File: config.mk
export PLATFORM = sky130hd
export DESIGN_NAME = hartRunCtl
export DESIGN_NICKNAME = d
export VERILOG_FILES = /design/src/rtl/hartRunPkg.sv /design/src/rtl/hartRunDecode.sv /design/src/rtl/hartRunState.sv /design/src/rtl/hartRunCtl.sv
export SDC_FILE = /design/constraint.sdc
export NUM_CORES = 1
export LEC_CHECK = 0
export ABC_AREA = 0
export BUFFER_PORTS_ARGS = -buffer_cell sky130_fd_sc_hd__buf_2
export CORE_MARGIN = 3
export CORE_UTILIZATION = 50
export CTS_BUF_LIST = sky130_fd_sc_hd__clkbuf_4
export CTS_CLUSTER_DIAMETER = 40
export CTS_CLUSTER_SIZE = 10
export DETAILED_ROUTE_END_ITERATION = 6
export PLACE_DENSITY = 0.8
export REMOVE_ABC_BUFFERS = 1
export SLEW_MARGIN = 10
export SYNTH_ARGS = -nofsm -noshare
export SYNTH_HDL_FRONTEND = slang
export SYNTH_HIERARCHICAL = 1
export SYNTH_SLANG_ARGS = --single-unit
File: constraint.sdc
create_clock -name clk -period 2.94 [get_ports clk]
set_clock_uncertainty 0.05 [all_clocks]
set_input_delay 0.441 -clock clk [delete_from_list [all_inputs] [get_ports clk]]
set_output_delay 0.441 -clock clk [all_outputs]
set_load 0.05 [all_outputs]
File: src/rtl/hartRunPkg.sv
package hartRunPkg;
  localparam int ADDR_W = 7;
  localparam int DATA_W = 32;
  localparam logic [ADDR_W-1:0] CTL_ADDR  = 7'h10;
  localparam logic [ADDR_W-1:0] STAT_ADDR = 7'h11;

  localparam int HALT_BIT   = 31;
  localparam int RESUME_BIT = 30;
  localparam int RESET_BIT  = 29;
  localparam int ACK_BIT    = 28;
  localparam int GROUP_BIT  = 26;
  localparam int ERR_LO     = 24;
  localparam int HR_ALL_BIT = 19;
  localparam int HR_ANY_BIT = 18;
  localparam int RA_ALL_BIT = 17;
  localparam int RA_ANY_BIT = 16;

  localparam logic [2:0] ERR_NONE    = 3'd0;
  localparam logic [2:0] ERR_BADADDR = 3'd1;
  localparam logic [2:0] ERR_OTHER   = 3'd7;

  typedef struct packed {
    logic       ctlWr;
    logic       statWr;
    logic       haltGo;
    logic       resumeGo;
    logic       ackGo;
    logic       resetVal;
    logic       groupSel;
    logic       rdAny;
    logic       rdCtl;
    logic       rdStat;
    logic       errHit;
    logic [2:0] errCode;
    logic [2:0] errClr;
  } strobeT;
endpackage

File: src/rtl/hartRunDecode.sv
module hartRunDecode
  import hartRunPkg::*;
#(
  parameter int NHARTS = 4,
  parameter int SEL_W  = 4
) (
  input  logic [ADDR_W-1:0] busAddr,
  input  logic [DATA_W-1:0] busWdata,
  input  logic              busWrite,
  input  logic              busRead,
  output strobeT            stb,
  output logic [SEL_W-1:0]  wrIdx,
  output logic [NHARTS-1:0] wrMask
);
  logic isCtl, isStat;
  logic unusedBits;

  assign isCtl      = (busAddr == CTL_ADDR);
  assign isStat     = (busAddr == STAT_ADDR);
  assign wrIdx      = busWdata[SEL_W-1:0];
  assign unusedBits = ^{busWdata[27], busWdata[23:SEL_W]};

  always_comb begin
    stb          = '0;
    stb.rdAny    = busRead;
    stb.resetVal = busWdata[RESET_BIT];
    stb.groupSel = busWdata[GROUP_BIT];
    stb.errClr   = busWdata[ERR_LO+2:ERR_LO];
    if (busWrite && busRead) begin
      stb.errHit  = 1'b1;
      stb.errCode = ERR_OTHER;
    end else if (busWrite || busRead) begin
      if (!isCtl && !isStat) begin
        stb.errHit  = 1'b1;
        stb.errCode = ERR_BADADDR;
      end else begin
        stb.ctlWr  = busWrite && isCtl;
        stb.statWr = busWrite && isStat;
        stb.rdCtl  = busRead && isCtl;
        stb.rdStat = busRead && isStat;
      end
    end
    stb.haltGo   = stb.ctlWr && busWdata[HALT_BIT];
    stb.resumeGo = stb.ctlWr && busWdata[RESUME_BIT] && !busWdata[HALT_BIT];
    stb.ackGo    = stb.ctlWr && busWdata[ACK_BIT];
  end

  for (genvar i = 0; i < NHARTS; i++) begin : g_mask
    assign wrMask[i] = busWdata[GROUP_BIT] || (wrIdx == SEL_W'(i));
  end
endmodule

File: src/rtl/hartRunState.sv
module hartRunState
  import hartRunPkg::*;
#(
  parameter int NHARTS = 4,
  parameter int SEL_W  = 4
) (
  input  logic              clk,
  input  logic              rstN,
  input  strobeT            stb,
  input  logic [SEL_W-1:0]  wrIdx,
  input  logic [NHARTS-1:0] wrMask,
  output logic [NHARTS-1:0] hartHalted,
  output logic [NHARTS-1:0] hartReset,
  output logic [DATA_W-1:0] busRdata,
  output logic [2:0]        errField,
  output logic              hrAny,
  output logic              hrAll,
  output logic              raAny,
  output logic              raAll
);
  logic [NHARTS-1:0] halted, inReset, haveReset, resumeAck;
  logic [NHARTS-1:0] resetNext, selMask;
  logic [SEL_W-1:0]  selIdx;
  logic              groupSel;
  logic [2:0]        err;
  logic [DATA_W-1:0] ctlView, statView;

  for (genvar i = 0; i < NHARTS; i++) begin : g_sel
    assign selMask[i]   = groupSel || (selIdx == SEL_W'(i));
    assign resetNext[i] = (stb.ctlWr && wrMask[i]) ? stb.resetVal : inReset[i];
  end

  always_ff @(posedge clk) begin
    if (!rstN) begin
      halted    <= '0;
      inReset   <= '0;
      haveReset <= '0;
      resumeAck <= '0;
    end else begin
      inReset <= resetNext;
      for (int i = 0; i < NHARTS; i++) begin
        if (resetNext[i])                      halted[i] <= 1'b0;
        else if (stb.haltGo && wrMask[i])      halted[i] <= 1'b1;
        else if (stb.resumeGo && wrMask[i])    halted[i] <= 1'b0;

        if (stb.ctlWr && wrMask[i] && inReset[i] && !stb.resetVal)
          haveReset[i] <= 1'b1;
        else if (stb.ackGo && wrMask[i])
          haveReset[i] <= 1'b0;

        if (stb.resumeGo && wrMask[i])
          resumeAck[i] <= !resetNext[i];
      end
    end
  end

  always_ff @(posedge clk) begin
    if (!rstN) begin
      selIdx   <= '0;
      groupSel <= 1'b0;
      err      <= ERR_NONE;
    end else begin
      if (stb.ctlWr) begin
        selIdx   <= wrIdx;
        groupSel <= stb.groupSel;
      end
      if (stb.errHit && err == ERR_NONE) err <= stb.errCode;
      else if (stb.statWr)               err <= err & ~stb.errClr;
    end
  end

  assign hrAny = |(haveReset & selMask);
  assign hrAll = (|selMask) && ((haveReset & selMask) == selMask);
  assign raAny = |(resumeAck & selMask);
  assign raAll = (|selMask) && ((resumeAck & selMask) == selMask);

  always_comb begin
    ctlView                 = '0;
    ctlView[RESET_BIT]      = |(inReset & selMask);
    ctlView[GROUP_BIT]      = groupSel;
    ctlView[SEL_W-1:0]      = selIdx;
    statView                = '0;
    statView[ERR_LO+2:ERR_LO] = err;
    statView[HR_ALL_BIT]    = hrAll;
    statView[HR_ANY_BIT]    = hrAny;
    statView[RA_ALL_BIT]    = raAll;
    statView[RA_ANY_BIT]    = raAny;
  end

  always_ff @(posedge clk) begin
    if (!rstN)          busRdata <= '0;
    else if (stb.rdAny) busRdata <= stb.rdCtl ? ctlView : (stb.rdStat ? statView : '0);
  end

  assign hartHalted = halted;
  assign hartReset  = inReset;
  assign errField   = err;
endmodule

File: src/rtl/hartRunCtl.sv
module hartRunCtl
  import hartRunPkg::*;
#(
  parameter int NHARTS = 4,
  parameter int SEL_W  = 4
) (
  input  logic              clk,
  input  logic              rstN,
  input  logic [6:0]        busAddr,
  input  logic [31:0]       busWdata,
  input  logic              busWrite,
  input  logic              busRead,
  output logic [31:0]       busRdata,
  output logic [NHARTS-1:0] hartHalted,
  output logic [NHARTS-1:0] hartReset
);
  strobeT            stb;
  logic [SEL_W-1:0]  wrIdx;
  logic [NHARTS-1:0] wrMask;
  logic [2:0]        errField;
  logic              hrAny, hrAll, raAny, raAll;

  hartRunDecode #(.NHARTS(NHARTS), .SEL_W(SEL_W)) u_decode (
    .busAddr(busAddr), .busWdata(busWdata), .busWrite(busWrite), .busRead(busRead),
    .stb(stb), .wrIdx(wrIdx), .wrMask(wrMask)
  );

  hartRunState #(.NHARTS(NHARTS), .SEL_W(SEL_W)) u_state (
    .clk(clk), .rstN(rstN), .stb(stb), .wrIdx(wrIdx), .wrMask(wrMask),
    .hartHalted(hartHalted), .hartReset(hartReset), .busRdata(busRdata),
    .errField(errField), .hrAny(hrAny), .hrAll(hrAll), .raAny(raAny), .raAll(raAll)
  );
endmodule

# == Yosys cells after proc, flatten, opt, wreduce, memory -nomap -nowiden ==
# Index checks and enable logic that the tools add are counted.
# totals
ram_bits,0
wordCells,139
romBits,0
inputBits,43
memories,0
output_inout_bits,40
latch_bits,0
reg_bits,56
# op_classes
n_mux,32
shift,0
n_eq_ne,10
reduce_logical,74
bitwise,6
n_lt_le_gt_ge,0
multipliers,0
add_sub_neg,0
n_div,0
# ops
op,n
1-bit logical AND,37
32-bit two-way mux,1
27-bit two-way mux,1
1-bit two-way mux,20
2-bit nonzero test,9
4-bit by 2-bit == test with 1-bit output (second input constant),4
4-bit OR reduction,4
7-bit by 5-bit == test with 1-bit output (second input constant),2
4-bit AND,3
2-bit two-way mux,5
1-bit logical OR,9
4-bit by 1-bit == test with 1-bit output (second input constant),2
4-bit == test,2
1-bit zero test,8
4-bit zero test,2
4-bit two-way mux,2
2-bit OR reduction,4
3-bit two-way mux,2
6-bit two-way mux,1
3-bit AND,1
3-bit zero test,1
3-bit NOT,1
1-bit NOT,1

# == Longest topological paths before layout ==
# Gate-level depths: netlist of the first run.
# depth
ltp_word,11
mapped_depth,7
mapped_depth_nobuf,7

# == Modules after synthesis ==
# The synthesis of the first run kept the hierarchy.
# modules_own_cells
module,instances,cells_per_inst,area_each_um2,seq_area_each_um2
hartRunState,1,197,1804.2,720.7
hartRunDecode,1,34,254.0,0.0

# == Worst setup path after synthesis of the first run ==
# Ideal clock, no wire load.
# synth_timing
path_type,input to register
from,input port busAddr[1]
to,register u_state.busRdata[16]
required_time_ns,2.773
arrival_ns,2.233
path_stages,7
setup_ns,0.117
slack_ns,0.540
path_buffers,1
cell_sequence,or4_4 or2_4 nor4b_1 clkbuf_1 nor2b_1 and3_1 a22o_1
# synth_rtl
element,line_no,rtl
"start, declared",hartRunCtl.sv:9,"input logic [6:0] busAddr,"
"end signal, assigned",hartRunState.sv:92,else if (stb.rdAny) busRdata <= stb.rdCtl ? ctlView : (stb.rdStat ? statView : '0);
"end, declared",hartRunState.sv:14,"output logic [DATA_W-1:0] busRdata,"

==> results of run 1 <==
-- through the flow --
stage	cell area (um2)	instances	power, mW
finish	2220	312	0.891
global route	2220	312	0.936
CTS	2220	312	0.897
detailed placement	2160	304	0.631
global placement	2160	304	0.630
floorplan	1850	209	0.595
-- power breakdown --
part / internal (mW) / switching [mW] / leakage [nW]
clock: 0.110 / 0.159 / 0.0338
combinational: 0.0318 / 0.0934 / 0.598
sequential: 0.492 / 0.00369 / 0.291
-- synth_stat cells (3+ instances only) --
cell,number
and3_1,5
dfxtp_1,36
clkbuf_1,7
and2_1,3
nor2b_1,19
o21ai_0,10
a32oi_1,4
mux2i_1,9
buf_4,32
nand2b_1,7
a22oi_1,3
o21ai_1,4
nor4b_1,3
inv_1,3
a21boi_0,10
nand2_1,22
a22o_1,8
nand3_1,11
o21bai_1,5
-- per-layer routing --
| layer | wire length, um | up-vias | GRT usage, % |
|---|---|---|---|
| met3 | 245 | 7 | 4.03 |
| li1 | - | 842 | - |
| met2 | 1980 | 51 | 28.8 |
| met1 | 1900 | 789 | 21.3 |
| met5 | 0 | - | 0 |
| met4 | 68 | 0 | 7.02 |
-- layout by cell type (no fill, tap or decap), drive strengths merged, types with 2 or more instances in the layout --
cell	n
and2	3
conb	20
nand2	22
and3	5
a32oi	4
a22oi	3
o21bai	5
a22o	8
nand4	2
mux2i	9
clkbuf	7
a21boi	10
inv	3
buf	47
o21ai	14
nor2b	19
nor2	3
o41ai	2
nor4b	5
dfxtp	36
nand2b	7
nor4	2
nand3	11
-- worst reg2reg max path, delay by kind of cell (launching register included) --
family | cells | cell delay [ns]
compound gates | 2 | 0.31
flops | 1 | 0.51
simple gates | 2 | 0.59
-- cells by family after synthesis --
logic type	count (synthesis)
buffers and inverters	44
adder cells (fa/ha/maj)	1
multiplexers	9
AND/OR/NAND/NOR	86
AO/OA/AOI/OAI	54
other	1
flip-flops	36
-- state kept, by name, indices dropped and copies added, names as in the netlist --
register            count
u_state/busRdata       12
u_state/hartHalted      4
u_state/hartReset       4
u_state/haveReset       4
u_state/resumeAck       4
u_state/selIdx          4
u_state/errField        3
u_state/groupSel        1
-- worst paths after layout --
path | from | endpoint | slack [ns] | cells past startpoint
setup / recovery | busAddr[1] | u_state/busRdata[16]$_SDFFE_PN0P_ | 0.69 | 7
hold / removal | busWdata[26] | u_state/groupSel$_SDFFE_PN0P_ | 0.34 | 3
setup reg to reg | u_state/selIdx[1]$_SDFFE_PN0P_ | u_state/busRdata[17]$_SDFFE_PN0P_ | 1.37 | 4
hold reg to reg | u_state/busRdata[29]$_SDFFE_PN0P_ | u_state/busRdata[29]$_SDFFE_PN0P_ | 0.41 | 1
-- layout make-up --
class                           count  area [um2]  share of cell area, %
Tap cell                           48        60.1                   2.71
Sequential cell                    36         721                   32.5
Clock buffer                        7        52.6                   2.37
Clock inverter                      1        3.75                  0.169
Inverter                            3        11.3                  0.507
Timing Repair Buffer               47         250                   11.3
Multi-Input combinational cell    170        1120                   50.5
==> impl_results.md, run 1 <==
- Status: finished clean
- H-tree depth: 2
- Area fraction in compound gates after synthesis: 19.3%
- Largest family of logic cells by synthesized area: simple AND/OR/NAND/NOR gates
- Post-synthesis xor/xnor area fraction: 0%
- Worst Setup Slack, final: 0.691 ns
- Die height: 70.2 um
- CTS tree: yes
- Die Wd: 70.2 um
- Placement Rows: 22
- Mapped Cells: 231
- Die Area: 4920 um2
- Root buffer cell: clkbuf_4
- Vias in the first global route: 1510
- Vias/cell: 5.41
- Buffers added on ports: 41
- Cts repair resizes: 0
- Simple-gate area share of the yosys netlist: 26.6%
- Final RePlAce weighted congestion: 0.814
- Fillers: 361
- Mean area per synthesized cell: 8.91 um2
- Crit path max-delay family: simple AND/OR/NAND/NOR gates
- RSZ-0062 raised after global routing: false
- DR WL/cell: 13.4 um
- Crit path launch type: input pin
- Critical path required time: 3.18 ns
- Slowest-stage cell, CP: or4_4
- CP cell instances: buf_2 -> or4_4 -> or2_4 -> nor4b_1 -> nor2b_1 -> and3_1 -> a22o_1
- Setup TNS: 0 ns
- Drt first pass iters: 4
- # DRC: 0
- Final wirelength: 4.19 mm
- Post-synth top area share: 35.0%
- Fmax: 445 MHz
- Cts bufs inserted: 5
- Worst-path clk slew: 0.11 ns
- Core Region: 3830 um2
- Relative slew margins: 55.5%
- Maximum fanout along the worst path: 4
- Post-DP HPWL: 3.09 mm
- Hold WS: 0.345 ns
- Post-DRT Antenna Nets: 0
- Synth area leader: dfxtp_1
- HP Class: input pin to flop
- Worst setup path class: input pin to flop
- Cell Area, Synth: 2060 um2
- Cell variety after synth: 44
- Slew Limit Fails: 0
- Post-synth EDFFs: 0
- Initial antenna violation count: 0
- Buf/Inv on CP: 1
- Max cap viols: 0
- Max Buffers Root-to-Sink: 2
- Worst slack, placed: 0.351 ns
- Synth warn: 6
- Clock Latency Late Sink: 0.35 ns
- Mux share of post-synthesis cell area: 4.38%
- Top post-synthesis cells by area: dfxtp_1 35%, buf_4 12%, nor2b_1 5.8%
- Largest stage delay, worst path: 0.54 ns
- Postcts setup bufs: 0
- Sink Count: 36
- Post-CTS Hold Buffers: 0
- Critical path data arrival time: 2.49 ns
- Area Growth Syn to Fin: 7.84%
- # IOs: 83
- Largest net degree at the start of global routing: 35
- Share of layout cells above drive strength 1: 24.2%
- Via count of the routed design: 1689
- Pwr dens: 401 nW/um2
- Asr flop ratio synth: 0%
- Antenna Diode Count: 0
- Period utilization: 76.5%
- Primary FF master, synth: dfxtp_1
- Static leakage: 0.922 nW
- Sequential share of the synthesized area: 35.0%
- Starting Density: 53.8%
- Synth Area in Adders: 0.547%
- Final setup violating endpoints: 0
- Worst IR Drop VDD: 0.294 mV
- Gr ovfl total: 0
- Fin nets: 306
- DRT iter0 DRCs: 68
- Slew @ Worst Pin: 0.660 ns
- Final min period: 2.25 ns
- Final Hold Viols: 0
- Yosys reg bits: 36
- First-pass GRT wire length: 6.91 mm
- Post-layout util: 58.0%
- GRT Total Usage: 17.3%
- Crit. End Element: flop
Note: power is estimated with default switching activity, not from simulation.
==> run 2: changes to the inputs <==
--- a/config.mk
+++ b/config.mk
@@ -5,15 +5,15 @@
 export SDC_FILE = /design/constraint.sdc
 export NUM_CORES = 1
 export LEC_CHECK = 0
-export ABC_AREA = 0
+export ABC_AREA = 1
 export BUFFER_PORTS_ARGS = -buffer_cell sky130_fd_sc_hd__buf_2
 export CORE_MARGIN = 3
-export CORE_UTILIZATION = 50
+export CORE_UTILIZATION = 45
 export CTS_BUF_LIST = sky130_fd_sc_hd__clkbuf_4
 export CTS_CLUSTER_DIAMETER = 40
 export CTS_CLUSTER_SIZE = 10
 export DETAILED_ROUTE_END_ITERATION = 6
-export PLACE_DENSITY = 0.8
+export PLACE_DENSITY = 0.76
 export REMOVE_ABC_BUFFERS = 1
 export SLEW_MARGIN = 10
 export SYNTH_ARGS = -nofsm -noshare
==> constraint.sdc (replaced) <==
create_clock -name clk -period 1.8 [get_ports clk]
set_clock_uncertainty 0.05 [all_clocks]
set_input_delay 0.27 -clock clk [delete_from_list [all_inputs] [get_ports clk]]
set_output_delay 0.27 -clock clk [all_outputs]
set_load 0.05 [all_outputs]
==> run 2 against run 1 <==
Non-clock buffer count is 1 lower; highest routed layer unchanged; cell count is 27% higher; via count rose by 8.4%; core utilization is 7.2 points lower; critical path type unchanged; first-iteration DRC count rose by 5.9%; final area is 0.28% higher; critical path depth is 2 higher; critical endpoint is now u_state/resumeAck[0]$_SDFFE_PN0P_.
==> impl_results.md, run 2 <==
- Worst setup path class: input pin to flop
- Critical path data arrival time: 1.55 ns (-0.94 ns)
- GRT Total Usage: 15.3% (-1.9 points)
- Critical path required time: 1.98 ns (-1.20 ns)
- Starting Density: 47.1% (-6.7 points)
- Pwr dens: 643 nW/um2 (+60%)
- CTS tree: yes
- # IOs: 83 (unchanged)
- Die height: 73.8 um (+5.1%)
- Hold EP: u_state/selIdx[2]$_SDFFE_PN0P_
- Sink Count: 36 (unchanged)
- Area Growth Syn to Fin: 7.75% (about the same)
- Cell Area, Synth: 2070 um2 (+0.36%)
- Post-CTS Hold Buffers: 0 (unchanged)
- Die Wd: 73.8 um (+5.1%)
- Initial antenna violation count: 0 (unchanged)
- CP cell instances: buf_2 -> or2_4 -> o31ai_1 -> buf_4 -> nand2_1 -> inv_1 -> o21ai_0 -> o21ai_0 -> inv_1
- Commonest cells after routing, fill and taps aside: 98 x nand2_1, 41 x buf_2, 36 x inv_1, 36 x dfxtp_1, 26 x a21oi_1
- Post-layout util: 50.8% (-7.2 points)
- Setup TNS: 0 ns (unchanged)
- First-pass GRT wire length: 6.64 mm (-3.9%)
- Mean area per synthesized cell: 6.71 um2 (-25%)
- Post-DRT Antenna Nets: 0 (unchanged)
- Reg-to-Reg Start: u_state/selIdx[0]$_SDFFE_PN0P_
- Postcts setup bufs: 0 (unchanged)
- Cts repair resizes: 0 (unchanged)
- Largest register FFs: 12 (unchanged)
- Fillers: 461 (+28%)
- Commonest non-fill, non-tap cell in the layout: nand2_1
- Final min period: 1.38 ns
- Largest net degree at the start of global routing: 28 (-20%)
- Core Region: 4380 um2 (+15%)
- Slack of the worst reg-to-reg path: 0.59 ns (-0.78 ns)
- Final Hold Viols: 0 (unchanged)
- Maximum fanout along the worst path: 4 (unchanged)
- Largest stage delay, worst path: 0.26 ns (-0.28 ns)
- Drt first pass iters: 4 (unchanged)
- Slowest-stage cell, CP: or2_4
- Worst IR Drop VDD: 0.470 mV (+60%)
- Crit. End Element: flop
- RSZ-0062 raised after global routing: false
- Vias/cell: 4.62 (-15%)
- Via count of the routed design: 1831 (+8.4%)
- Period utilization: 76.4%
- Reg2reg path depth: 8 (+4)
- Hold depth: 3 (unchanged)
- Clock Latency Late Sink: 0.32 ns (-0.03 ns)
- Placed cell count: 389 (+28%)
- Synth warn: 6 (unchanged)
- # DRC: 0 (unchanged)
- Worst-path clk slew: 0.10 ns (about the same)
- Slew Limit Fails: 0 (unchanged)
- Max Buffers Root-to-Sink: 2 (unchanged)
- Gr ovfl total: 0 (unchanged)
- Non-filler instance count after layout: 396 (+27%)
- Biggest register: u_state/busRdata
- Status: finished clean
- Crit path launch type: input pin
- Mapped Cells: 308 (+33%)
- Final wirelength: 4.05 mm (-3.5%)
- Fmax: 727 MHz
- Vias in the first global route: 1516 (+0.40%)
- Buffers added on ports: 41 (unchanged)
- Antenna Diode Count: 0 (unchanged)
- Final RePlAce weighted congestion: 0.787 (-3.3%)
- Post-DP HPWL: 3.26 mm (+5.5%)
- Share of layout cells above drive strength 1: 21.2% (-3.0 points)
- Die Area: 5440 um2 (+11%)
- DR WL/cell: 10.2 um (-24%)
- H-tree depth: 2 (unchanged)
- Cts bufs inserted: 5 (unchanged)
- Root buffer cell: clkbuf_4
- DRT iter0 DRCs: 72 (+5.9%)
- Static leakage: 1.07 nW (+16%)
- Reg2reg end: u_state/busRdata[29]$_SDFFE_PN0P_
- HP Class: input pin to flop
- Hold path start: busWdata[2]
- Fin nets: 387 (+26%)
- Placement Rows: 24 (+9.1%)
- Final setup violating endpoints: 0 (unchanged)
- Max cap viols: 0 (unchanged)
run 2: critical path: cells and delay by family:
| family | cells | cell delay [ns] |
|---|---|---|
| AOI/OAI and AO/OA | 3 | 0.55 |
| buffers and inverters | 4 | 0.43 |
| and+or+nand+nor | 2 | 0.31 |
run 2: how the worst max path moves through the flow:
stage,slack [ns],to,cells past startpoint,start
after floorplan,0.28,u_state/resumeAck[3]$_SDFFE_PN0P_,6,busWdata[3]
after global placement,0.13,u_state/resumeAck[2]$_SDFFE_PN0P_,8,busWdata[3]
after detailed placement,0.07,u_state/resumeAck[0]$_SDFFE_PN0P_,9,busWdata[3]
after CTS,0.42,u_state/resumeAck[0]$_SDFFE_PN0P_,9,busWdata[3]
after global routing,0.24,u_state/resumeAck[0]$_SDFFE_PN0P_,11,busAddr[1]
final,0.42,u_state/resumeAck[0]$_SDFFE_PN0P_,9,busWdata[3]
run 2: per-layer routing:
layer,vias up,routed length [um],track usage (%)
met5,-,0,0
met4,0,10,3.62
met3,2,232,3.69
met2,44,1980,26.0
met1,807,1830,19.5
li1,978,-,-
run 2: report_power, final:
| part | switching [mW] | internal [mW] | total [mW] |
|---|---|---|---|
| Clock | 0.252 | 0.159 | 0.411 |
| Sequential | 0.00560 | 0.803 | 0.809 |
| Combinational | 0.164 | 0.0465 | 0.211 |
| Total | 0.422 | 1.01 | 1.43 |
run 2: through the flow:
stage | setup slack (ns) | power [mW] | area [um2] | hold slack [ns]
floorplan | 0.282 | 0.980 | 1870 | 0.345
global placement | 0.133 | 1.03 | 2180 | 0.397
detailed placement | 0.0659 | 1.04 | 2180 | 0.401
CTS | 0.422 | 1.45 | 2230 | 0.125
global route | 0.240 | 1.50 | 2230 | 0.131
finish | 0.424 | 1.43 | 2230 | 0.139
run 2: area by class of cell:
type                            count  area (um2)  area share (%)
Multi-Input combinational cell    216         987            44.4
Sequential cell                    36         721            32.4
Timing Repair Buffer               46         243            10.9
Inverter                           39         160            7.20
Tap cell                           52        65.1            2.92
Clock buffer                        6        45.0            2.02
Clock inverter                      1        5.00           0.225
==> run 3: changes to the inputs <==
--- a/config.mk
+++ b/config.mk
@@ -8,12 +8,12 @@
 export ABC_AREA = 1
 export BUFFER_PORTS_ARGS = -buffer_cell sky130_fd_sc_hd__buf_2
 export CORE_MARGIN = 3
-export CORE_UTILIZATION = 45
+export CORE_UTILIZATION = 50
 export CTS_BUF_LIST = sky130_fd_sc_hd__clkbuf_4
 export CTS_CLUSTER_DIAMETER = 40
 export CTS_CLUSTER_SIZE = 10
 export DETAILED_ROUTE_END_ITERATION = 6
-export PLACE_DENSITY = 0.76
+export PLACE_DENSITY = 0.8
 export REMOVE_ABC_BUFFERS = 1
 export SLEW_MARGIN = 10
 export SYNTH_ARGS = -nofsm -noshare
==> constraint.sdc (replaced) <==
create_clock -name clk -period 1.3 [get_ports clk]
set_clock_uncertainty 0.05 [all_clocks]
set_input_delay 0.195 -clock clk [delete_from_list [all_inputs] [get_ports clk]]
set_output_delay 0.195 -clock clk [all_outputs]
set_load 0.05 [all_outputs]
==> run 3 against run 2 <==
Setup slack got worse by 0.37 ns; core utilization is 12 points higher; hold slack got worse by 0.068 ns; global-route usage increased by 3.4 points; highest routed layer unchanged; first-iteration DRC count is 28% higher; die area fell by 9.2%; wire length is 11% higher; via count up 6.6%; total power is 38% higher; sequential power rose by 38%; clock power is 27% higher; sequential cell count is the same; critical path type is now flop to output port.
==> impl_results.md, run 3 (synthesis results as in run 2) <==
- Sw Pwr: 0.583 mW (+38%)
- Largest net degree at the start of global routing: 16 (-43%)
- Clock Latency Late Sink: 0.33 ns (about the same)
- First-pass GRT wire length: 7.49 mm (+13%)
- # IOs: 83 (unchanged)
- Maximum fanout along the worst path: 4 (unchanged)
- Buffers added on ports: 41 (unchanged)
- Period utilization: 95.7%
- Crit path launch type: flop
- Max cap viols: 0 (unchanged)
- Largest register FFs: 12 (unchanged)
- HP Class: input pin to flop
- Placement Rows: 22 (-8.3%)
- Slew Limit Fails: 0 (unchanged)
- CP cell instances: clkbuf_4
- Final setup violating endpoints: 0 (unchanged)
- Switching Fraction: 29.5% (+0.049 points)
- Register area: 728 um2 (+1.0%)
- Placed cell count: 404 (+3.9%)
- Crit path max-delay family: flip-flops
- Via count of the routed design: 1951 (+6.6%)
- Max Buffers Root-to-Sink: 2 (unchanged)
- Buf/Inv on CP: 1 (-3)
- Biggest register: u_state/busRdata
- Final min period: 1.24 ns
- DRT iter0 DRCs: 92 (+28%)
- Post-DP HPWL: 3.52 mm (+8.1%)
- Final wirelength: 4.49 mm (+11%)
- Starting Density: 54.0% (+6.9 points)
- Sink Count: 36 (unchanged)
- CTS tree: yes
- Fin nets: 406 (+4.9%)
- Gr ovfl total: 0 (unchanged)
- Worst-path clk slew: 0.10 ns (about the same)
- RSZ-0062 raised after global routing: true
- Die height: 70.3 um (-4.7%)
- # DRC: 0 (unchanged)
- Worst IR Drop VDD: 0.526 mV (+12%)
- Internal: 1.39 mW (+38%)
- GRT Total Usage: 18.7% (+3.4 points)
- Critical path required time: 1.05 ns (-0.93 ns)
- Critical path data arrival time: 1.00 ns (-0.55 ns)
- Final RePlAce weighted congestion: 0.896 (+14%)
- Vias in the first global route: 1775 (+17%)
- Post-CTS Hold Buffers: 0 (unchanged)
- Commonest cells after routing, fill and taps aside: 98 x nand2_1, 38 x buf_2, 35 x inv_1
- Core Region: 3830 um2 (-13%)
- Sequential cell fraction of total power: 56.7% (+0.2 points)
- Share of layout cells above drive strength 1: 28.1% (+6.9 points)
- Commonest non-fill, non-tap cell in the layout: nand2_1
- Static leakage: 1.17 nW (+8.8%)
- Cts bufs inserted: 5 (unchanged)
- H-tree depth: 2 (unchanged)
- Area Growth Syn to Fin: 16.8%
- Drt first pass iters: 4 (unchanged)
- DR WL/cell: 10.9 um (+6.9%)
- Die Area: 4940 um2 (-9.2%)
- Die Wd: 70.3 um (-4.7%)
- Multi-input gate area: 1030 um2 (+4.1%)
- Root buffer cell: clkbuf_4
- Fmax: 804 MHz
- Non-filler instance count after layout: 411 (+3.8%)
- Clock network fraction of design power: 26.6% (-2.1 points)
- Crit. End Element: output port
- Logic pwr share: 16.7% (+2.0 points)
- Initial antenna violation count: 0 (unchanged)
- Largest stage delay, worst path: 0.41 ns (+0.15 ns)
- Pwr dens: 818 nW/um2 (+27%)
- Fillers: 368 (-20%)
- Final Hold Viols: 0 (unchanged)
- Slowest-stage cell, CP: dfxtp_1
- Status: finished clean
- Post-DRT Antenna Nets: 0 (unchanged)
- Vias/cell: 4.75 (+2.7%)
- Worst setup path class: flop to output port
- Post-layout util: 63.1% (+12 points)
- Antenna Diode Count: 0 (unchanged)
run 3: metal layers:
metal	up-vias	global-route usage (%)	part of all wire [%]
li1	1018	-	-
met1	864	22.8	44
met3	6	4.46	6.6
met2	63	31.9	48
met4	0	6.38	1.3
met5	-	0	0
run 3: worst paths after layout:
| check | from | end | slack [ns] | cells past startpoint |
|---|---|---|---|---|
| worst min register to register | u_state/busRdata[2]$_SDFFE_PN0P_ | u_state/busRdata[2]$_SDFFE_PN0P_ | 0.42 | 2 |
| worst max-delay path | u_state/hartReset[2]$_SDFF_PN0_ | hartReset[2] | 0.06 | 1 |
| worst max register to register | u_state/selIdx[1]$_SDFFE_PN0P_ | u_state/busRdata[29]$_SDFFE_PN0P_ | 0.11 | 8 |
| worst min-delay path | busWdata[24] | u_state/errField[0]$_SDFFE_PN0P_ | 0.07 | 4 |
run 3: repair_timing:
action | CTS | global route
buffers inserted | 0 | 0
setup endpoints to repair | 0 | 18
resized for setup | 0 | 20
run 3: metrics by stage:
step | setup TNS, ns | instance area [um2] | hold WS, ns | worst slack [ns] | power [mW]
floorplan | -1.06 | 1870 | 0.270 | -0.143 | 1.36
global placement | -5.87 | 2310 | 0.400 | -0.284 | 1.46
detailed placement | -6.60 | 2310 | 0.407 | -0.330 | 1.47
CTS | 0 | 2360 | 0.0569 | 0.00288 | 1.99
global route | -0.0588 | 2410 | 0.0685 | -0.0291 | 2.08
finish | 0 | 2410 | 0.0717 | 0.0560 | 1.97
run 3: final cells by class:
type	count	share of cell area, %
inverters	39	6.64
clock buffers	5	1.56
flip-flops and latches	36	30.2
well taps	48	2.49
clock inverters	2	0.311
multi-input cells	216	42.6
repair buffers	65	16.3
run 3: power by group through the flow:
stage | sequential [mW] | clock, mW | combinational, mW
floorplan | 1.14 | 0 | 0.213
global placement | 1.15 | 0 | 0.314
detailed placement | 1.15 | 0 | 0.319
CTS | 1.12 | 0.550 | 0.320
global route | 1.12 | 0.599 | 0.358
finish | 1.12 | 0.524 | 0.330
